**config.mk**
```make
export PLATFORM = sky130hd
export DESIGN_NAME = capture_trigger_gen
export DESIGN_NICKNAME = d
export VERILOG_FILES = /design/src/rtl/trig_pkg.sv /design/src/rtl/sig_history.sv /design/src/rtl/level_cross.sv /design/src/rtl/event_mux.sv /design/src/rtl/capture_trigger_gen.sv
export SDC_FILE = /design/constraint.sdc
export NUM_CORES = 1
export LEC_CHECK = 0
export BUFFER_PORTS_ARGS = -buffer_cell sky130_fd_sc_hd__buf_2
export CORE_MARGIN = 5
export CORE_UTILIZATION = 40
export DETAILED_ROUTE_END_ITERATION = 7
export GPL_TIMING_DRIVEN = 0
export HOLD_SLACK_MARGIN = 0.03
export PLACE_DENSITY = 0.79
export SLEW_MARGIN = 20
export SYNTH_ARGS = -nofsm -noshare
export SYNTH_HDL_FRONTEND = slang
export SYNTH_HIERARCHICAL = 1
export SYNTH_SLANG_ARGS = --single-unit
```
**constraint.sdc**
```tcl
create_clock -name clk -period 4 [get_ports clk]
set_input_delay 0.8 -clock clk [delete_from_list [all_inputs] [get_ports clk]]
set_output_delay 0.8 -clock clk [all_outputs]
set_load 0.02 [all_outputs]
```
**src/rtl/trig_pkg.sv**
```systemverilog
package trig_pkg;
    localparam int MODE_W = 5;
    localparam int NUM_MODES = 1 << MODE_W;

    // bit positions inside the history vector
    localparam int H_IQNZ = 0;
    localparam int H_LOCK = 1;
    localparam int H_BB   = 2;
    localparam int H_RF   = 3;
    localparam int H_BBA  = 4;
    localparam int H_RFA  = 5;
    localparam int HIST_N = 6;

    typedef enum logic [0:0] {
        ST_PRIME = 1'b0,
        ST_RUN   = 1'b1
    } trig_state_e;

    typedef enum logic [MODE_W-1:0] {
        M_FCS_ANY = 5'd0,  M_FCS_OK = 5'd1,   M_FCS_BAD = 5'd2,  M_TXIQ_NZ = 5'd3,
        M_SIG_OK = 5'd4,   M_SIG_BAD = 5'd5,  M_SIG_HT = 5'd6,   M_SIG_LEG = 5'd7,
        M_LONG_PRE = 5'd8, M_SHORT_PRE = 5'd9, M_RSSI_UP = 5'd10, M_RSSI_DN = 5'd11,
        M_UNLOCK = 5'd12,  M_LOCK = 5'd13,    M_GAIN_UP = 5'd14, M_GAIN_DN = 5'd15,
        M_TX_START = 5'd16, M_TX_DONE = 5'd17, M_BB_RISE = 5'd18, M_BB_FALL = 5'd19,
        M_RF_RISE = 5'd20, M_RF_FALL = 5'd21, M_A_TX_START = 5'd22, M_A_TX_DONE = 5'd23,
        M_A_BB_RISE = 5'd24, M_A_BB_FALL = 5'd25, M_A_RF_RISE = 5'd26, M_A_RF_FALL = 5'd27,
        M_BB_AMP = 5'd28,  M_RF_AMP = 5'd29,  M_START_AMP = 5'd30, M_A_START_AMP = 5'd31
    } trig_mode_e;
endpackage

```
**src/rtl/sig_history.sv**
```systemverilog
module sig_history #(
    parameter int N = 1
) (
    input  logic         clk,
    input  logic         rst_n,
    input  logic [N-1:0] d,
    output logic [N-1:0] q
);
    always_ff @(posedge clk or negedge rst_n) begin
        if (!rst_n) q <= '0;
        else        q <= d;
    end
endmodule

```
**src/rtl/level_cross.sv**
```systemverilog
module level_cross #(
    parameter int W = 8
) (
    input  logic         clk,
    input  logic         rst_n,
    input  logic [W-1:0] val,
    input  logic [W-1:0] th,
    output logic         go_up,
    output logic         go_dn
);
    logic above, below, above_q, below_q;

    assign above = val > th;
    assign below = val < th;

    always_ff @(posedge clk or negedge rst_n) begin
        if (!rst_n) begin
            above_q <= 1'b0;
            below_q <= 1'b0;
        end else begin
            above_q <= above;
            below_q <= below;
        end
    end

    // fire only on the sample where the comparison turns true
    assign go_up = above & ~above_q;
    assign go_dn = below & ~below_q;
endmodule

```
**src/rtl/event_mux.sv**
```systemverilog
module event_mux
    import trig_pkg::*;
(
    input  logic [MODE_W-1:0] mode,
    input  logic [HIST_N-1:0] cur,
    input  logic [HIST_N-1:0] prev,
    input  logic              fcs_done,
    input  logic              fcs_ok,
    input  logic              sig_done,
    input  logic              sig_ok,
    input  logic              sig_ht,
    input  logic              long_pre,
    input  logic              short_pre,
    input  logic              tx_start,
    input  logic              tx_done,
    input  logic              ack,
    input  logic              amp_hot,
    input  logic              rssi_up,
    input  logic              rssi_dn,
    input  logic              gain_up,
    input  logic              gain_dn,
    output logic              hit
);
    logic [HIST_N-1:0]    rise, fall;
    logic [NUM_MODES-1:0] ev;
    logic [5:0]           tx_ev;

    assign rise = cur & ~prev;
    assign fall = ~cur & prev;

    // six transmit events shared by the plain and ACK-qualified groups
    assign tx_ev = {fall[H_RF], rise[H_RF], fall[H_BB], rise[H_BB], tx_done, tx_start};

    always_comb begin
        ev = '0;
        ev[int'(M_FCS_ANY)]   = fcs_done;
        ev[int'(M_FCS_OK)]    = fcs_done & fcs_ok;
        ev[int'(M_FCS_BAD)]   = fcs_done & ~fcs_ok;
        ev[int'(M_TXIQ_NZ)]   = rise[H_IQNZ];
        ev[int'(M_SIG_OK)]    = sig_done & sig_ok;
        ev[int'(M_SIG_BAD)]   = sig_done & ~sig_ok;
        ev[int'(M_SIG_HT)]    = sig_done & sig_ht;
        ev[int'(M_SIG_LEG)]   = sig_done & ~sig_ht;
        ev[int'(M_LONG_PRE)]  = long_pre;
        ev[int'(M_SHORT_PRE)] = short_pre;
        ev[int'(M_RSSI_UP)]   = rssi_up;
        ev[int'(M_RSSI_DN)]   = rssi_dn;
        ev[int'(M_UNLOCK)]    = fall[H_LOCK];
        ev[int'(M_LOCK)]      = rise[H_LOCK];
        ev[int'(M_GAIN_UP)]   = gain_up;
        ev[int'(M_GAIN_DN)]   = gain_dn;
        for (int k = 0; k < 6; k++) begin
            ev[int'(M_TX_START) + k]   = tx_ev[k];
            ev[int'(M_A_TX_START) + k] = tx_ev[k] & ack;
        end
        ev[int'(M_BB_AMP)]      = rise[H_BBA];
        ev[int'(M_RF_AMP)]      = rise[H_RFA];
        ev[int'(M_START_AMP)]   = tx_start & amp_hot;
        ev[int'(M_A_START_AMP)] = tx_start & amp_hot & ack;
    end

    assign hit = ev[mode];
endmodule

```
**src/rtl/capture_trigger_gen.sv**
```systemverilog
module capture_trigger_gen
    import trig_pkg::*;
#(
    parameter int IQ_W   = 16,
    parameter int RSSI_W = 11,
    parameter int GAIN_W = 7,
    parameter int AMP_W  = 16
) (
    input  logic                clk,
    input  logic                rst_n,
    input  logic [MODE_W-1:0]   mode_i,
    input  logic                free_run_i,
    input  logic                fcs_done_i,
    input  logic                fcs_ok_i,
    input  logic                sig_done_i,
    input  logic                sig_ok_i,
    input  logic                sig_ht_i,
    input  logic                long_pre_i,
    input  logic                short_pre_i,
    input  logic [2*IQ_W-1:0]   tx_iq_i,
    input  logic [RSSI_W-1:0]   rssi_i,
    input  logic [RSSI_W-1:0]   rssi_th_i,
    input  logic                gain_lock_i,
    input  logic [GAIN_W-1:0]   gain_i,
    input  logic [GAIN_W-1:0]   gain_th_i,
    input  logic                tx_start_i,
    input  logic                tx_done_i,
    input  logic                bb_on_i,
    input  logic                rf_on_i,
    input  logic                ack_req_i,
    input  logic [AMP_W-1:0]    amp_i,
    input  logic [AMP_W-1:0]    amp_th_i,
    output logic                trig_o
);
    trig_state_e       state_q, state_d;
    logic              amp_hot;
    logic [HIST_N-1:0] cur_v, prev_v;
    logic              rssi_up, rssi_dn, gain_up, gain_dn;
    logic              hit, fire;

    assign amp_hot = amp_i > amp_th_i;

    always_comb begin
        cur_v         = '0;
        cur_v[H_IQNZ] = |tx_iq_i;
        cur_v[H_LOCK] = gain_lock_i;
        cur_v[H_BB]   = bb_on_i;
        cur_v[H_RF]   = rf_on_i;
        cur_v[H_BBA]  = bb_on_i & amp_hot;
        cur_v[H_RFA]  = rf_on_i & amp_hot;
    end

    sig_history #(.N(HIST_N)) u_hist (
        .clk(clk), .rst_n(rst_n), .d(cur_v), .q(prev_v)
    );

    level_cross #(.W(RSSI_W)) u_rssi_x (
        .clk(clk), .rst_n(rst_n), .val(rssi_i), .th(rssi_th_i),
        .go_up(rssi_up), .go_dn(rssi_dn)
    );

    level_cross #(.W(GAIN_W)) u_gain_x (
        .clk(clk), .rst_n(rst_n), .val(gain_i), .th(gain_th_i),
        .go_up(gain_up), .go_dn(gain_dn)
    );

    event_mux u_mux (
        .mode(mode_i), .cur(cur_v), .prev(prev_v),
        .fcs_done(fcs_done_i), .fcs_ok(fcs_ok_i),
        .sig_done(sig_done_i), .sig_ok(sig_ok_i), .sig_ht(sig_ht_i),
        .long_pre(long_pre_i), .short_pre(short_pre_i),
        .tx_start(tx_start_i), .tx_done(tx_done_i), .ack(ack_req_i),
        .amp_hot(amp_hot),
        .rssi_up(rssi_up), .rssi_dn(rssi_dn),
        .gain_up(gain_up), .gain_dn(gain_dn),
        .hit(hit)
    );

    assign fire = (free_run_i && mode_i == M_FCS_ANY) || hit;

    // state register
    always_ff @(posedge clk or negedge rst_n) begin
        if (!rst_n) state_q <= ST_PRIME;
        else        state_q <= state_d;
    end

    // next state: PRIME_TO_RUN after one clock, RUN holds
    always_comb begin
        state_d = state_q;
        unique case (state_q)
            ST_PRIME: state_d = ST_RUN;
            ST_RUN:   state_d = ST_RUN;
            default:  state_d = ST_PRIME;
        endcase
    end

    // output register
    always_ff @(posedge clk or negedge rst_n) begin
        if (!rst_n) begin
            trig_o <= 1'b0;
        end else begin
            unique case (state_q)
                ST_PRIME: trig_o <= 1'b0;
                ST_RUN:   trig_o <= fire;
                default:  trig_o <= 1'b0;
            endcase
        end
    end
endmodule

```
# --- After elaboration in Yosys (flattened, before gate mapping) ---
# Cells that the tools add are included.
op_classes:
  n_lt_le_gt_ge: 6
  n_mux: 3
  bitwise: 32
  reduce_logical: 4
op_table:
  columns: ["op", "n"]
  rows:
  - ["$reduce_or A32 Y1", 1]
  - ["$and A1 B1 Y1", 20]
  - ["$gt A16 B16 Y1", 1]
  - ["$gt A11 B11 Y1", 1]
  - ["$lt A11 B11 Y1", 1]
  - ["$not A1 Y1", 8]
  - ["$gt A7 B7 Y1", 1]
  - ["$lt A7 B7 Y1", 1]
  - ["$and A6 B6 Y6", 1]
  - ["$lt A5 B6 Y1 const B", 1]
  - ["$not A6 Y6", 1]
  - ["$bmux W1 S5", 1]
  - ["$logic_not A5 Y1", 1]
  - ["$and A4 B4 Y4", 1]
  - ["$not A4 Y4", 1]
  - ["$pmux W1 S2", 1]
  - ["$logic_and A1 B1 Y1", 1]
  - ["$logic_or A1 B1 Y1", 1]
  - ["$mux W1", 1]
totals:
  register_bits: 12
  inputBits: 121
  word_cells: 52

# --- Logic depth before layout (Yosys ltp) ---
logic_depth:
  word_depth: 8
  mapped_depth: 12

# --- Hierarchy ---
# The synthesis kept the hierarchy.
modules_own_cells:
  columns: ["module", "n_inst", "cells_each", "area_per_inst_um2", "seq_area_each_um2"]
  rows:
  - ["capture_trigger_gen", 1, 78, 575.6, 50.0]
  - ["level_cross (u_rssi_x)", 1, 43, 380.4, 50.0]
  - ["event_mux", 1, 43, 331.6, 0.0]
  - ["level_cross (u_gain_x)", 1, 30, 254.0, 50.0]
  - ["sig_history", 1, 6, 150.1, 150.1]

# --- Worst setup path before layout ---
# Ideal clock, no wire load.
synth_timing:
  path_type: "in2reg"
  start: "input port rssi_th_i[6]"
  end: "register trig_o"
  setup_ns: 0.119
  arrival_time_ns: 2.925
  setup_slack_ns: 0.956
  path_stages: 11
  path_cell_list: "inv_1 ha_1 a21oi_4 o21ai_2 a2111oi_4 nor3_1 mux4_2 and3b_1 a311oi_1 a211oi_1 o21a_1"
synth_via:
  elab_chain_cells: 6
  elab_cells_between_ends: 8
  cone_classes: "order compare: 2; mux: 3; bitwise: 2; reduce/logical: 1"
synth_rtl:
  columns: ["item", "line", "text"]
  rows:
  - ["from (decl)", "capture_trigger_gen.sv:22", "input logic [RSSI_W-1:0] rssi_th_i,"]
  - ["$lt A11 B11 Y1", "level_cross.sv:14", "assign below = val < th;"]
  - ["net u_rssi_x.below", "level_cross.sv:11", "logic above, below, above_q, below_q;"]
  - ["$and A1 B1 Y1", "level_cross.sv:28", "assign go_dn = below & ~below_q;"]
  - ["$bmux W1 S5", "event_mux.sv:62", "assign hit = ev[mode];"]
  - ["$mux W1 (implied by the code)", "event_mux.sv:62", null]
  - ["net hit", "capture_trigger_gen.sv:39", "logic hit, fire;"]
  - ["$logic_or A1 B1 Y1", "capture_trigger_gen.sv:79", "assign fire = (free_run_i && mode_i == M_FCS_ANY) || hit;"]
  - ["$pmux W1 S2", "capture_trigger_gen.sv:102", "unique case (state_q)"]
  - ["to (signal assigned)", "capture_trigger_gen.sv:104", "ST_RUN: trig_o <= fire;"]
  - ["to (decl)", "capture_trigger_gen.sv:33", "output logic trig_o"]
# The timed path passes the listed nets, and every way through them passes these cells. The select of a mux whose other input is x is not followed.

# --- Worst setup path after layout ---
layout_timing:
  start: "input port rssi_i[6]"
  end: "register trig_o"
layout_via:
  elab_chain_cells: 6
  elab_cells_between_ends: 8
  cone_classes: "order compare: 2; mux: 3; bitwise: 2; reduce/logical: 1"
layout_rtl:
  columns: ["item", "line", "text"]
  rows:
  - ["from (decl)", "capture_trigger_gen.sv:21", "input logic [RSSI_W-1:0] rssi_i,"]
  - ["$lt A11 B11 Y1", "level_cross.sv:14", null]
  - ["net u_rssi_x.below", "level_cross.sv:11", null]
  - ["$and A1 B1 Y1", "level_cross.sv:28", null]
  - ["$bmux W1 S5", "event_mux.sv:62", null]
  - ["$mux W1 (implied by the code)", "event_mux.sv:62", null]
  - ["net hit", "capture_trigger_gen.sv:39", null]
  - ["$logic_or A1 B1 Y1", "capture_trigger_gen.sv:79", null]
  - ["$pmux W1 S2", "capture_trigger_gen.sv:102", null]
# The timed path passes the listed nets, and every way through them passes these cells. The select of a mux whose other input is x is not followed.

==> run_results.csv <==
group,metric,value,unit
grt,antenna_found_initial,0,
yosys,netlist_area,0.00169,mm2
hold_path,min_path_type,"input pin to async pin",
power,p_leak,1.34,nW
timing,setup_tns,0,ns
cts,cts_hold_buf,0,
setup_path,cp-end-kind,"register",
die,dieArea,0.00563,mm2
yosys,synth_edf_count,0,
timing,min_period,3.02,ns
yosys,synth-main-ff-cell,"dfrtp_1",
cts,clk_path_buf_depth,2,
setup_path,r2r-start,"u_hist/q[2]",
yosys,yosys.area_share.simple,0.216,
routing,wire_per_inst,11.7,um
die,rows,23,
timing,rsz0062_at_grt,"false",
yosys,synthArstFlopShare,1.00,
cts,path_clk_slew,0.05,ns
setup_path,critical_path_class,"input pin to register",
grt,gr-total-overflow,0,
grt,grt_pass1_wl,7.07,mm
cts,cts_resized,0,
grt,grt_pass1_vias,1855,
cells_and_area,synthToLayoutAreaGrowth,42.8,%
routing,drt_first_pass_iters,4,
die,dieHeight,75.0,um
setup_path,crit_end,"trig_o",
timing,finalSetupViolations,0,
die,start_util,0.417,
cells_and_area,fin_cells,375,
yosys,synthMuxAreaShare,0.0510,
placed_design,gp_congestion,0.781,
cells_and_area,n_antenna_cell,0,
yosys,syn_area_per_cell,8.46,um2
yosys,synth_xor_area_frac,0.00518,
power,powerDensity,189,mW/mm2
cells_and_area,drive_above_1_share,0.437,
timing,skew,0.000760,ns
cts,cts_tree,"built",
cells_and_area,final_core_util,0.595,
setup_path,cp_max_fo,4,
setup_path,crit_path_start_kind,"input pin",
yosys,yosysWarningCount,6,
cells_and_area,fillCellCount,368,
setup_path,reg2reg_slack,2.35,ns
yosys,ys_types,47,
routing,routed_wl,4.38,mm
cts,cts_setup_buffers,0,
setup_path,reg2reg_depth,6,
die,core_area,0.00406,mm2
cts,cts-root-buf,"clkbuf_8",
placed_design,place_hpwl,4.03,mm
cells_and_area,seqCellArea,300,um2
yosys,netlist_instances,200,
cts,cts_max_level,1,
yosys,ys_ff_latch,12,
cells_and_area,final_common_cell,"buf_2",
yosys,syn_nets,355,
setup_path,cp_data_required_time,4.13,ns
grt,grt_max_degree,13,
outcome,status,"finished, final reports clean",
setup_path,worstPathArrival,3.15,ns
timing,drv_slew,0,
die,die_w,75.0,um
grt,grt_usage,0.154,
routing,drcViolationCount,0,
power,max-vdd-ir-drop,0.114,mV
setup_path,crit_start,"rssi_i[6]",
routing,drtIter0Drc,50,
flow_run,maxCapViolCount,0,
cts,numCtsBuffers,3,
yosys,synth_top_family_by_area,"adder cells",
cells_and_area,layout_common_cells,"buf_2, inv_1, ha_1",
routing,avgViaCountPerCell,4.96,
timing,post-route-period-util,0.755,
yosys,synthAdderAreaFrac,0.251,
cts,clk_latency,0.24,ns
yosys,ys_seq_area_frac,0.178,
cells_and_area,num-nets-final,481,
placed_design,io_buffers,121,
yosys,synth_compound_area_frac,0.201,
timing,clock.fmax,331,MHz
cells_and_area,multiInputGateArea,0.00123,mm2
placed_design,dp_cells,371,
routing,antenna_left,0,
die,io_pins,122,
routing,num_vias,1861,
timing,hold_viol_final,0,
cts,cts.sinks,12,
setup_path,regToRegEndpoint,"trig_o",
registers in the layout, indices dropped and copies added, names as in the netlist:
| signal | cells |
|---|---|
| state_q | 1 |
| u_rssi_x/below_q | 1 |
| u_gain_x/above_q | 1 |
| u_hist/q | 6 |
| u_rssi_x/above_q | 1 |
| u_gain_x/below_q | 1 |
| trig_o | 1 |
cell usage after synthesis, drive strengths merged (2+ instances only):
library cell,number,area share
ha,34,0.25
inv,37,0.082
nor3,4,0.012
nand3b,3,0.013
o21a,2,0.0089
nand2,8,0.018
and3b,2,0.010
nand4,10,0.041
o21ai,6,0.020
nand2b,3,0.011
dfrtp,12,0.18
nor3b,3,0.013
nor2b,6,0.022
buf,3,0.010
mux2i,3,0.018
a21oi,17,0.061
a211oi,7,0.037
nor4,9,0.033
mux4,2,0.027
nor2,5,0.011
a31oi,3,0.011
nand3,2,0.0059
metrics by stage:
stage / power, mW / instance area, um2 / hold slack (ns) / setup WS, ns
floorplan: 0.244 / 1690 / 0.434 / 0.956
global placement: 0.323 / 2360 / 0.444 / 0.713
detailed placement: 0.329 / 2360 / 0.455 / 0.707
CTS: 0.465 / 2410 / 0.438 / 0.962
global route: 0.498 / 2410 / 0.451 / 0.787
finish: 0.456 / 2410 / 0.436 / 0.979
logic make-up (layout without fill, tap and decap cells):
kind of cell / Yosys count / count (layout)
and+or+nand+nor: 60 / 60
AOI/OAI and AO/OA: 45 / 45
xor gates and xnor gates: 1 / 1
adders and majority gates: 34 / 34
DFF: 12 / 12
other: 1 / 1
buffers and inverters: 41 / 166
muxes: 6 / 6
cell type report:
type | count | share of cell area
multi-input cells | 147 | 0.509
repair buffers | 121 | 0.251
flip-flops and latches | 12 | 0.124
inverters | 37 | 0.0575
well taps | 50 | 0.0259
clock buffers | 4 | 0.0228
plain buffers | 4 | 0.00933
power breakdown:
| part | internal, mW | switching [mW] |
|---|---|---|
| Clock | 0.0869 | 0.0440 |
| Sequential | 0.131 | 0.00260 |
| Combinational | 0.103 | 0.0879 |
metal layers:
layer,wire length [um],up-vias,track usage
met2,2310,56,0.288
met3,337,2,0.0187
li1,-,984,-
met5,0,-,0
met1,1710,819,0.185
met4,23,0,0.0395
critical path, stage by stage:
cell and delay (ns):
buf_2 0.10, ha_1 0.34, a21oi_4 0.14, o21ai_2 0.08, a2111oi_4 0.42, nor3_1 0.09, mux4_2 0.46, and3b_1 0.19
a311oi_1 0.23, a211oi_1 0.10, o21a_1 0.19
worst min path at each step:
stage          cells past startpoint     endpoint
3_3_place_gp                       1       trig_o
3_5_place_dp                       1       trig_o
6_report                           1  u_hist/q[0]
2_1_floorplan                      1       trig_o
5_1_grt                            1  u_hist/q[0]
4_1_cts                            1  u_hist/q[0]
Power figures use the tool's default switching activity.
